[src/rtl/cfi_probe.sv]
module cfi_probe #(
  parameter int ADDR_W  = 8,
  parameter int MAX_REG = 8,
  parameter int OFS_W   = 32,
  localparam int NR_W   = $clog2(MAX_REG + 1),
  localparam int RI_W   = $clog2(MAX_REG)
) (
  input  logic                     clk,
  input  logic                     rst_n,
  input  logic                     start_i,
  output logic [ADDR_W-1:0]        bus_addr_o,
  output logic [7:0]               bus_wdata_o,
  output logic                     bus_wr_o,
  output logic                     bus_rd_o,
  input  logic [7:0]               bus_rdata_i,
  input  logic                     bus_rvalid_i,
  output logic                     done_o,
  output logic                     found_o,
  output logic                     missing_o,
  output logic [15:0]              cmdset_o,
  output logic [8:0]               wexp_o,
  output logic [8:0]               eexp_o,
  output logic [7:0]               size_exp_o,
  output logic [NR_W-1:0]          nreg_o,
  output logic [17*MAX_REG-1:0]    blk_cnt_o,
  output logic [24*MAX_REG-1:0]    blk_size_o,
  output logic [OFS_W*MAX_REG-1:0] reg_base_o
);

  typedef enum logic [2:0] {
    P_IDLE, P_RESET, P_QUERY, P_HDR, P_REG, P_EXIT0, P_EXIT1, P_DONE
  } phase_t;

  phase_t            ph;
  logic              pend;
  logic [3:0]        k;
  logic [RI_W+1:0]   j;
  logic [7:0]        lo;
  logic [OFS_W-1:0]  acc;
  logic [6:0]        cmd_off;
  logic [15:0]       code;
  logic [23:0]       bsz_new;
  logic [OFS_W-1:0]  prod;
  logic [RI_W-1:0]   r;
  phase_t            exit_ph;

  logic [16:0]       cnt_q  [MAX_REG];
  logic [23:0]       bsz_q  [MAX_REG];
  logic [OFS_W-1:0]  base_q [MAX_REG];

  function automatic logic [6:0] hdr_off(input logic [3:0] idx);
    case (idx)
      4'd0:    return 7'h10;
      4'd1:    return 7'h11;
      4'd2:    return 7'h12;
      4'd3:    return 7'h13;
      4'd4:    return 7'h14;
      4'd5:    return 7'h1F;
      4'd6:    return 7'h23;
      4'd7:    return 7'h21;
      4'd8:    return 7'h25;
      4'd9:    return 7'h27;
      default: return 7'h2C;
    endcase
  endfunction

  always_comb begin
    case (ph)
      P_QUERY: cmd_off = 7'h55;
      P_HDR:   cmd_off = hdr_off(k);
      P_REG:   cmd_off = 7'h2D + 7'(j);
      default: cmd_off = 7'h00;
    endcase
  end

  assign bus_addr_o  = ADDR_W'({cmd_off, 1'b0});
  assign bus_wdata_o = (ph == P_QUERY) ? 8'h98 : (ph == P_EXIT1) ? 8'hFF : 8'hF0;
  assign bus_wr_o    = (ph == P_RESET) || (ph == P_QUERY) || (ph == P_EXIT0) || (ph == P_EXIT1);
  assign bus_rd_o    = ((ph == P_HDR) || (ph == P_REG)) && !pend;

  assign r       = j[RI_W+1:2];
  assign code    = {bus_rdata_i, lo};
  assign bsz_new = (code == 16'd0) ? 24'd128 : {code, 8'h00};
  assign prod    = OFS_W'(bsz_new) * OFS_W'(cnt_q[r]);
  assign exit_ph = (cmdset_o == 16'd2) ? P_EXIT0 :
                   ((cmdset_o == 16'd1) || (cmdset_o == 16'd3)) ? P_EXIT1 : P_DONE;

  always_ff @(posedge clk or negedge rst_n) begin
    if (!rst_n) begin
      ph         <= P_IDLE;
      pend       <= 1'b0;
      k          <= '0;
      j          <= '0;
      lo         <= '0;
      acc        <= '0;
      done_o     <= 1'b0;
      found_o    <= 1'b0;
      missing_o  <= 1'b0;
      cmdset_o   <= '0;
      wexp_o     <= '0;
      eexp_o     <= '0;
      size_exp_o <= '0;
      nreg_o     <= '0;
      for (int i = 0; i < MAX_REG; i++) begin
        cnt_q[i]  <= '0;
        bsz_q[i]  <= '0;
        base_q[i] <= '0;
      end
    end else begin
      case (ph)
        P_IDLE: begin
          done_o <= 1'b0;
          if (start_i) begin
            ph         <= P_RESET;
            found_o    <= 1'b0;
            missing_o  <= 1'b0;
            cmdset_o   <= '0;
            wexp_o     <= '0;
            eexp_o     <= '0;
            size_exp_o <= '0;
            nreg_o     <= '0;
            acc        <= '0;
            for (int i = 0; i < MAX_REG; i++) begin
              cnt_q[i]  <= '0;
              bsz_q[i]  <= '0;
              base_q[i] <= '0;
            end
          end
        end
        P_RESET: ph <= P_QUERY;
        P_QUERY: begin
          ph   <= P_HDR;
          k    <= '0;
          pend <= 1'b0;
        end
        P_HDR: begin
          if (!pend) pend <= 1'b1;
          else if (bus_rvalid_i) begin
            pend <= 1'b0;
            k    <= k + 4'd1;
            case (k)
              4'd0: if (bus_rdata_i != 8'h51) begin missing_o <= 1'b1; ph <= P_DONE; end
              4'd1: if (bus_rdata_i != 8'h52) begin missing_o <= 1'b1; ph <= P_DONE; end
              4'd2: if (bus_rdata_i != 8'h59) begin missing_o <= 1'b1; ph <= P_DONE; end
              4'd3: cmdset_o[7:0]  <= bus_rdata_i;
              4'd4: cmdset_o[15:8] <= bus_rdata_i;
              4'd5: wexp_o <= {1'b0, bus_rdata_i};
              4'd6: wexp_o <= wexp_o + {1'b0, bus_rdata_i};
              4'd7: eexp_o <= {1'b0, bus_rdata_i};
              4'd8: eexp_o <= eexp_o + {1'b0, bus_rdata_i};
              4'd9: size_exp_o <= bus_rdata_i;
              default: begin
                nreg_o <= (32'(bus_rdata_i) > MAX_REG) ? NR_W'(MAX_REG) : NR_W'(bus_rdata_i);
                j      <= '0;
                if (bus_rdata_i == 8'd0) begin
                  found_o <= 1'b1;
                  ph      <= exit_ph;
                end else ph <= P_REG;
              end
            endcase
          end
        end
        P_REG: begin
          if (!pend) pend <= 1'b1;
          else if (bus_rvalid_i) begin
            pend <= 1'b0;
            j    <= j + 1'b1;
            case (j[1:0])
              2'd0, 2'd2: lo <= bus_rdata_i;
              2'd1: cnt_q[r] <= 17'(code) + 17'd1;
              default: begin
                bsz_q[r]  <= bsz_new;
                base_q[r] <= acc;
                acc       <= acc + prod;
                if (NR_W'(r) + NR_W'(1) == nreg_o) begin
                  found_o <= 1'b1;
                  ph      <= exit_ph;
                end
              end
            endcase
          end
        end
        P_EXIT0: ph <= P_EXIT1;
        P_EXIT1: ph <= P_DONE;
        default: begin
          done_o <= 1'b1;
          ph     <= P_IDLE;
        end
      endcase
    end
  end

  for (genvar g = 0; g < MAX_REG; g++) begin : g_flat
    assign blk_cnt_o[17*g +: 17]        = cnt_q[g];
    assign blk_size_o[24*g +: 24]       = bsz_q[g];
    assign reg_base_o[OFS_W*g +: OFS_W] = base_q[g];
  end


  rd_single_chk: assert property (@(posedge clk) disable iff (!rst_n)
    bus_rd_o |=> !bus_rd_o && !bus_wr_o);

  strobe_excl_chk: assert property (@(posedge clk) disable iff (!rst_n)
    !(bus_rd_o && bus_wr_o));

  done_flag_chk: assert property (@(posedge clk) disable iff (!rst_n)
    done_o |-> (found_o != missing_o));

  done_pulse_chk: assert property (@(posedge clk) disable iff (!rst_n)
    done_o |=> !done_o);

  nreg_limit_chk: assert property (@(posedge clk) disable iff (!rst_n)
    32'(nreg_o) <= MAX_REG);

  exit_set_chk: assert property (@(posedge clk) disable iff (!rst_n)
    (bus_wr_o && bus_wdata_o == 8'hFF) |-> (cmdset_o == 16'd1 || cmdset_o == 16'd2 || cmdset_o == 16'd3));

endmodule

[config.mk]
export PLATFORM = sky130hd
export DESIGN_NAME = cfi_probe
export DESIGN_NICKNAME = d
export VERILOG_FILES = /design/src/rtl/cfi_probe.sv
export SDC_FILE = /design/constraint.sdc
export NUM_CORES = 2
export LEC_CHECK = 0
export BUFFER_PORTS_ARGS = -buffer_cell sky130_fd_sc_hd__buf_2
export CORE_AREA = 2 2 257 259
export CTS_CLUSTER_SIZE = 28
export DETAILED_ROUTE_END_ITERATION = 8
export DIE_AREA = 0 0 259 261
export PLACE_DENSITY = 0.73
export SLEW_MARGIN = 0
export SYNTH_ARGS = -nofsm -noshare
export SYNTH_HDL_FRONTEND = slang
export SYNTH_SLANG_ARGS = --single-unit
[constraint.sdc]
create_clock -name clk -period 14.9 [get_ports clk]
set_clock_uncertainty 0.2 [all_clocks]
set_input_delay 2.98 -clock clk [delete_from_list [all_inputs] [get_ports clk]]
set_output_delay 2.98 -clock clk [all_outputs]
set_load 0.05 [all_outputs]
# ---- After elaboration in Yosys (flattened, before gate mapping)
# Memory sizes are Yosys's and may differ from the RTL's.
# Cells that the tools add are included.
dict set report word_totals {
  reg_bits 686
  mem_bits_ro 96
  inputBits 12
  output_inout_bits 651
  elab_cells 243
  mem_count 1
}
# memory depth width read_ports rd_ports_with_merged_regs write_ports line
set mem_list {}
lappend mem_list {{(name not given)} 16 6 1 0 0 52} ;# case (idx)
dict set report classes {
  add_sub_neg 8
  multipliers 1
  n_lt_le_gt_ge 3
  n_eq_ne 44
  muxes 107
  bitwise_logic 1
  n_reduce_logical 39
}
# operator count
set op_table {}
lappend op_table {{$mux W256} 4}
lappend op_table {{$mux W192} 4}
lappend op_table {{$mux W136} 4}
lappend op_table {{$pmux W256 S2} 1}
lappend op_table {{$pmux W192 S2} 1}
lappend op_table {{$pmux W136 S2} 1}
lappend op_table {{$bwmux W256} 1}
lappend op_table {{$bwmux W192} 1}
lappend op_table {{$mux W32} 5}
lappend op_table {{$bwmux W136} 1}
lappend op_table {{$demux W32 S3} 1}
lappend op_table {{$demux W24 S3} 1}
lappend op_table {{$pmux W9 S2} 4}
lappend op_table {{$pmux W32 S2} 1}
lappend op_table {{$bmux W17 S3} 1}
lappend op_table {{$demux W17 S3} 1}
lappend op_table {{$mux W17} 3}
lappend op_table {{$mux W16} 3}
lappend op_table {{$mux W24} 2}
lappend op_table {{$mux W8} 6}
lappend op_table {{$mux W9} 5}
lappend op_table {{$reduce_and A5 Y1} 8}
lappend op_table {{$add A32 B32 Y32} 1}
lappend op_table {{$eq A16 B2 Y1 const B} 2}
lappend op_table {{other kinds (64)} 141}

# ---- Logic depth before layout (Yosys ltp)
dict set report logic_depth {
  word_depth 10
  ltp_mapped 30
}

# ---- Least setup slack after synthesis
# OpenSTA, ideal clock, no wires.
dict set report synth_path {
  path_kind {input port to flip-flop}
  start {in bus_rdata_i[5]}
  end {reg acc[28]}
  arrival_ns 9.161
  required_ns 14.560
  path_slack_ns 5.399
  cell_stages 25
  path_cell_list {clkbuf_1 or2_2 nor4_1 and4_1 buf_2 nor2_1 clkbuf_1 and2_1 fa_1 inv_1 fa_1 inv_1 ha_1 fa_1 fa_1 inv_1 fa_1 inv_1 ha_1 or4_1 a211o_1 a31oi_1 o21ai_0 xnor2_1 o22ai_1}
}
dict set report synth_between {
  elab_chain_len 8
}
# item line
set synth_rtl {}
lappend synth_rtl {{from (decl)} 15} ;# input logic [7:0] bus_rdata_i,
lappend synth_rtl {{$logic_not A16 Y1} 83} ;# assign bsz_new = (code == 16'd0) ? 24'd128 : {code, 8'h00};
lappend synth_rtl {{$mux W24 (*)} 83}
lappend synth_rtl {{$mul A24 B17 Y32 (*)} 84} ;# assign prod = OFS_W'(bsz_new) * OFS_W'(cnt_q[r]);
lappend synth_rtl {{$add A32 B32 Y32 (*)} 174} ;# acc <= acc + prod;
lappend synth_rtl {{$mux W32 (*)} 168} ;# case (j[1:0])
lappend synth_rtl {{$mux W32 (*)} 165} ;# else if (bus_rvalid_i) begin
lappend synth_rtl {{$mux W32 (*)} 164} ;# if (!pend) pend <= 1'b1;
lappend synth_rtl {{$pmux W32 S2 (*)} 110} ;# case (ph)
lappend synth_rtl {{to (signal assigned)} 174}
lappend synth_rtl {{to (decl)} 39} ;# logic [OFS_W-1:0] acc;
# Every way passes the cells marked *; elsewhere a longest branch is shown, timed or not. The select of a mux whose other input is x is not followed.
# A chain may end at the register's enable or synchronous reset.

# ---- Worst setup path in the final report
# Ends and elaborated chain as after synthesis.

==> impl_summary.log <==
[metrics] worst-skew pair later-pin latency: 0.68 ns
[metrics] count of vias placed by the detailed router: 26.7k
[metrics] global-route wire length before repair: 167 mm
[metrics] count of unique library cells instantiated by Yosys: 67
[metrics] total congestion overflow after global routing: 0
[metrics] routed wire length: 112 mm
[metrics] width of the die: 259 um
[metrics] setup repair after global routing missed its margin: no
[metrics] dpl ws: 4.80 ns
[metrics] status: finished, final reports clean
[metrics] number of warning messages in the yosys log: 0
[metrics] hold violation total from the final report: 0
[metrics] area fraction of the dominant cell type after synthesis: 43.6%
[metrics] element type at the critical path start: input pin
[metrics] clk sink count: 575
[metrics] Max-cap violations: 0
[metrics] Fill cells: 5,515
[metrics] half-perimeter wire length after detailed placement: 76.7 mm
[metrics] total CTS buffers: 60
[metrics] top cells by area, synth: sky130_fd_sc_hd__dfrtp_1 (44%), sky130_fd_sc_hd__fa_1 (13%), sky130_fd_sc_hd__a22o_1 (9.3%), sky130_fd_sc_hd__nand2_1 (4.1%), sky130_fd_sc_hd__ha_1 (3.8%)
[metrics] final setup TNS: 0 ns
[metrics] Bufs on Longest Clock Path: 3
[metrics] tightest slew margin relative to the limit: 14.3%
[metrics] PnR worst setup slack: 5.32 ns
[metrics] Placed Cells: 4,384
[metrics] DRC violation count after routing: 0
[metrics] largest net degree at the start of global routing: 101
[metrics] total placed instance area: 36,200 um^2
[metrics] Cells after Synth: 3,131
[metrics] antenna violations before repair: 1
[metrics] required time of the critical path: 15.16 ns
[metrics] worst min-delay path category: reg -> reg
[metrics] all-layer global routing usage: 32.8%
[metrics] Arrival @ worst endpoint: 9.83 ns
[metrics] die area: 67,600 um^2
[metrics] core box area: 65,000 um^2
[metrics] I/O pin total: 663
[metrics] clock-pin slew reported for the worst setup and hold paths after clock tree synthesis: 0.06 ns
[metrics] power per cell area: 239 nW/um^2
[metrics] final period utilization: 64.3%
[metrics] number of nets still failing antenna checks after routing: 0
[metrics] static leakage: 20.6 nW
[metrics] count of port buffers added during placement: 603
[metrics] Post-synth EDFFs: 0
[metrics] Synth Flop Type: sky130_fd_sc_hd__dfrtp_1
[metrics] combined area of all synthesized cells: 33,000 um^2
[metrics] CTS hold repair buffers: 0
[metrics] Antenna diodes: 0
[metrics] crit path time final: 9.58 ns
[metrics] maximum fanout count along the critical path: 28
[metrics] initial detailed-routing violation count: 2,971
[metrics] Worst Setup Path Type: in -> reg
[metrics] share of the yosys chip area belonging to registers: 43.6%
[metrics] Final #Nets: 3,909
[metrics] largest area contributor in the netlist: sky130_fd_sc_hd__dfrtp_1
[metrics] quantity of gates resized following cts: 0
[metrics] Die Y: 261 um
[metrics] fraction of layout instances using a drive strength above 1: 23.1%
[metrics] Final Wtd Congestion: 0.915
[metrics] critical path capture point type: flip-flop
[metrics] fin area: 38,200 um^2
[metrics] post-CTS setup repair buffer count: 0
[metrics] worst IR drop on VDD: 0.342 mV
[metrics] register bit count reported by yosys: 575
[metrics] Hold Path Depth: 2
[metrics] deepest level of the CTS H-tree: 2
[metrics] average footprint of a synthesized cell: 10.5 um^2
[metrics] initial core utilization: 50.8%
[metrics] number of max-slew violations in the final report: 0
[metrics] Least-Margin Pin Slew: 1.28 ns
[metrics] final setup vio count: 0
[metrics] f_max: 0.104 GHz
[metrics] number of placement rows: 94
[metrics] 1st-pass router iterations: 5
[metrics] number of cell instances on the worst register-to-register path: 23
[metrics] final cell count without fillers: 4,494
[metrics] Vias per Instance: 5.94
[metrics] TritonCTS clock tree: done
[metrics] Async SR Flop Fraction: 100%
[metrics] average wire length per cell after detail routing: 24.8 um
[metrics] area added between synthesis and finish: 15.7%
[metrics] number of global-route vias before repair: 26.0k
[metrics] buffer cell driving the clock tree root: sky130_fd_sc_hd__clkbuf_16
==> synth_stat cells, types with 5 or more instances <==
| library cell | instances |
|---|---|
| sky130_fd_sc_hd__nand2b_1 | 9 |
| sky130_fd_sc_hd__o21ai_0 | 174 |
| sky130_fd_sc_hd__nand2_1 | 363 |
| sky130_fd_sc_hd__nor3_1 | 16 |
| sky130_fd_sc_hd__nor4_1 | 5 |
| sky130_fd_sc_hd__o21ai_1 | 11 |
| sky130_fd_sc_hd__buf_1 | 16 |
| sky130_fd_sc_hd__buf_2 | 29 |
| sky130_fd_sc_hd__xor2_1 | 18 |
| sky130_fd_sc_hd__ha_1 | 100 |
| sky130_fd_sc_hd__a22o_1 | 349 |
| sky130_fd_sc_hd__mux4_2 | 6 |
| sky130_fd_sc_hd__o31ai_1 | 9 |
| sky130_fd_sc_hd__xnor2_1 | 42 |
| sky130_fd_sc_hd__o311ai_0 | 5 |
| sky130_fd_sc_hd__nor2b_1 | 9 |
| sky130_fd_sc_hd__and3_1 | 21 |
| sky130_fd_sc_hd__or3_1 | 6 |
| sky130_fd_sc_hd__nand3_1 | 26 |
| sky130_fd_sc_hd__buf_4 | 116 |
| sky130_fd_sc_hd__mux2i_1 | 27 |
| sky130_fd_sc_hd__a21o_1 | 6 |
| sky130_fd_sc_hd__and2_1 | 137 |
| sky130_fd_sc_hd__a21oi_1 | 63 |
| sky130_fd_sc_hd__nand4_1 | 8 |
| sky130_fd_sc_hd__xnor3_1 | 5 |
| sky130_fd_sc_hd__clkbuf_1 | 162 |
| sky130_fd_sc_hd__o221ai_1 | 8 |
| sky130_fd_sc_hd__mux2_2 | 48 |
| sky130_fd_sc_hd__nor2_1 | 96 |
| sky130_fd_sc_hd__o21a_1 | 7 |
| sky130_fd_sc_hd__a211oi_1 | 5 |
| sky130_fd_sc_hd__dfrtp_1 | 575 |
| sky130_fd_sc_hd__o22ai_1 | 37 |
| sky130_fd_sc_hd__fa_1 | 215 |
| sky130_fd_sc_hd__o21bai_1 | 12 |
| sky130_fd_sc_hd__inv_1 | 333 |
==> kinds of logic after synthesis <==
family | synth area share, %
AO/OA/AOI/OAI | 15.9
AND/OR/NAND/NOR | 9.94
buffers and inverters | 8.98
flip-flops | 43.6
adder cells (fa/ha/maj) | 16.8
multiplexers | 2.86
XOR/XNOR | 1.93
other | 0.0227
==> final timing paths <==
path,end,from,slack (ns)
worst max-delay path,acc[28],bus_rdata_i[5],5.32
worst min-delay path,reg_base_o[223],reg_base_o[223],0.27
worst max register to register,acc[28],j[4],6.70
worst min register to register,reg_base_o[223],reg_base_o[223],0.27
max in group asynchronous,blk_size_o[66],rst_n,9.93
min in group asynchronous,eexp_o[3],rst_n,2.20
==> cells in the final DEF, fill, tap and decap left out, types with 6 or more instances in the layout <==
master,Yosys,routed
sky130_fd_sc_hd__buf_2,29,602
sky130_fd_sc_hd__dfrtp_1,575,572
sky130_fd_sc_hd__nand2_1,363,360
sky130_fd_sc_hd__a22o_1,349,349
sky130_fd_sc_hd__inv_1,333,333
sky130_fd_sc_hd__fa_1,215,215
sky130_fd_sc_hd__o21ai_0,174,174
sky130_fd_sc_hd__and2_1,137,137
sky130_fd_sc_hd__ha_1,100,100
sky130_fd_sc_hd__nor2_1,96,86
sky130_fd_sc_hd__clkbuf_16,0,60
sky130_fd_sc_hd__a21oi_1,63,59
sky130_fd_sc_hd__conb_1,2,59
sky130_fd_sc_hd__buf_4,116,54
sky130_fd_sc_hd__mux2_2,48,48
sky130_fd_sc_hd__xnor2_1,42,42
sky130_fd_sc_hd__o22ai_1,37,37
sky130_fd_sc_hd__mux2i_1,27,27
sky130_fd_sc_hd__nand3_1,26,26
sky130_fd_sc_hd__and3_1,21,21
sky130_fd_sc_hd__xor2_1,18,18
sky130_fd_sc_hd__clkbuf_1,162,17
sky130_fd_sc_hd__nor3_1,16,15
sky130_fd_sc_hd__o21bai_1,12,12
sky130_fd_sc_hd__clkbuf_8,0,11
sky130_fd_sc_hd__nand2b_1,9,9
sky130_fd_sc_hd__nor2b_1,9,9
sky130_fd_sc_hd__o31ai_1,9,9
sky130_fd_sc_hd__clkinv_2,0,9
sky130_fd_sc_hd__o221ai_1,8,8
sky130_fd_sc_hd__nand4_1,8,8
sky130_fd_sc_hd__nor2_4,0,7
sky130_fd_sc_hd__o21a_1,7,7
sky130_fd_sc_hd__or3_1,6,6
sky130_fd_sc_hd__mux4_2,6,6
sky130_fd_sc_hd__a21o_1,6,6
sky130_fd_sc_hd__o21ai_1,11,6
==> routing by layer <==
metal / track usage [%] / up-vias / part of all wire [%]
li1: - / 11300 / -
met1: 44.0 / 13500 / 39
met2: 52.0 / 1654 / 46
met3: 7.67 / 301 / 11
met4: 12.6 / 0 / 4.3
met5: 0 / - / 0
==> state kept, by name (all words and copies together), names as in the netlist <==
signal      flops
blk_cnt_o     136
wexp_o          9
k               4
pend            1
acc            25
nreg_o          4
eexp_o          9
missing_o       1
reg_base_o    208
blk_size_o    136
size_exp_o      8
done_o          1
j               5
found_o         1
cmdset_o       16
lo              8
ph              3
==> final cells by class <==
cell class / count / area [um^2] / area share [%]
Timing Repair Buffer: 657 / 3430 / 8.99
Sequential cell: 575 / 14400 / 37.7
Tap cell: 864 / 1080 / 2.83
Clock inverter: 22 / 282 / 0.737
Inverter: 335 / 1260 / 3.29
Multi-Input combinational cell: 1953 / 16000 / 42.0
Clock buffer: 88 / 1720 / 4.49
==> stage by stage <==
step	total power [W]	utilization, %	hold slack, ns
5_1_grt	0.00985	58.7	0.310
3_5_place_dp	0.00752	55.7	0.262
6_report	0.00912	58.7	0.274
4_1_cts	0.00907	58.7	0.276
3_3_place_gp	0.00738	55.7	0.257
2_1_floorplan	0.00599	-	0.298
==> worst max-delay path: stages <==
cell and delay (ns):
sky130_fd_sc_hd__buf_2 0.09, sky130_fd_sc_hd__buf_4 0.27, sky130_fd_sc_hd__or2_2 0.36, sky130_fd_sc_hd__nor4_1 0.18, sky130_fd_sc_hd__buf_4 0.21, sky130_fd_sc_hd__and4_1 0.18
sky130_fd_sc_hd__buf_4 0.32, sky130_fd_sc_hd__nor2_2 0.11, sky130_fd_sc_hd__buf_4 0.23, sky130_fd_sc_hd__and2_1 0.19, sky130_fd_sc_hd__fa_1 0.47, sky130_fd_sc_hd__inv_1 0.05
sky130_fd_sc_hd__fa_1 0.48, sky130_fd_sc_hd__inv_1 0.05, sky130_fd_sc_hd__ha_1 0.18, sky130_fd_sc_hd__fa_1 0.47, sky130_fd_sc_hd__fa_1 0.55, sky130_fd_sc_hd__inv_1 0.05
sky130_fd_sc_hd__fa_1 0.48, sky130_fd_sc_hd__inv_1 0.04, sky130_fd_sc_hd__ha_1 0.22, sky130_fd_sc_hd__or4_1 0.54, sky130_fd_sc_hd__a211o_1 0.33, sky130_fd_sc_hd__a31oi_1 0.34
sky130_fd_sc_hd__o21ai_0 0.18, sky130_fd_sc_hd__xnor2_1 0.17, sky130_fd_sc_hd__o22ai_1 0.09
==> power by group <==
part / switching [W] / internal [W] / leakage [nW]
logic: 0.00367 / 0.00203 / 11.6
clock network: 0.000662 / 0.000870 / 0.967
registers: 0.000213 / 0.00168 / 7.98
Power figures use the tool's default switching activity.
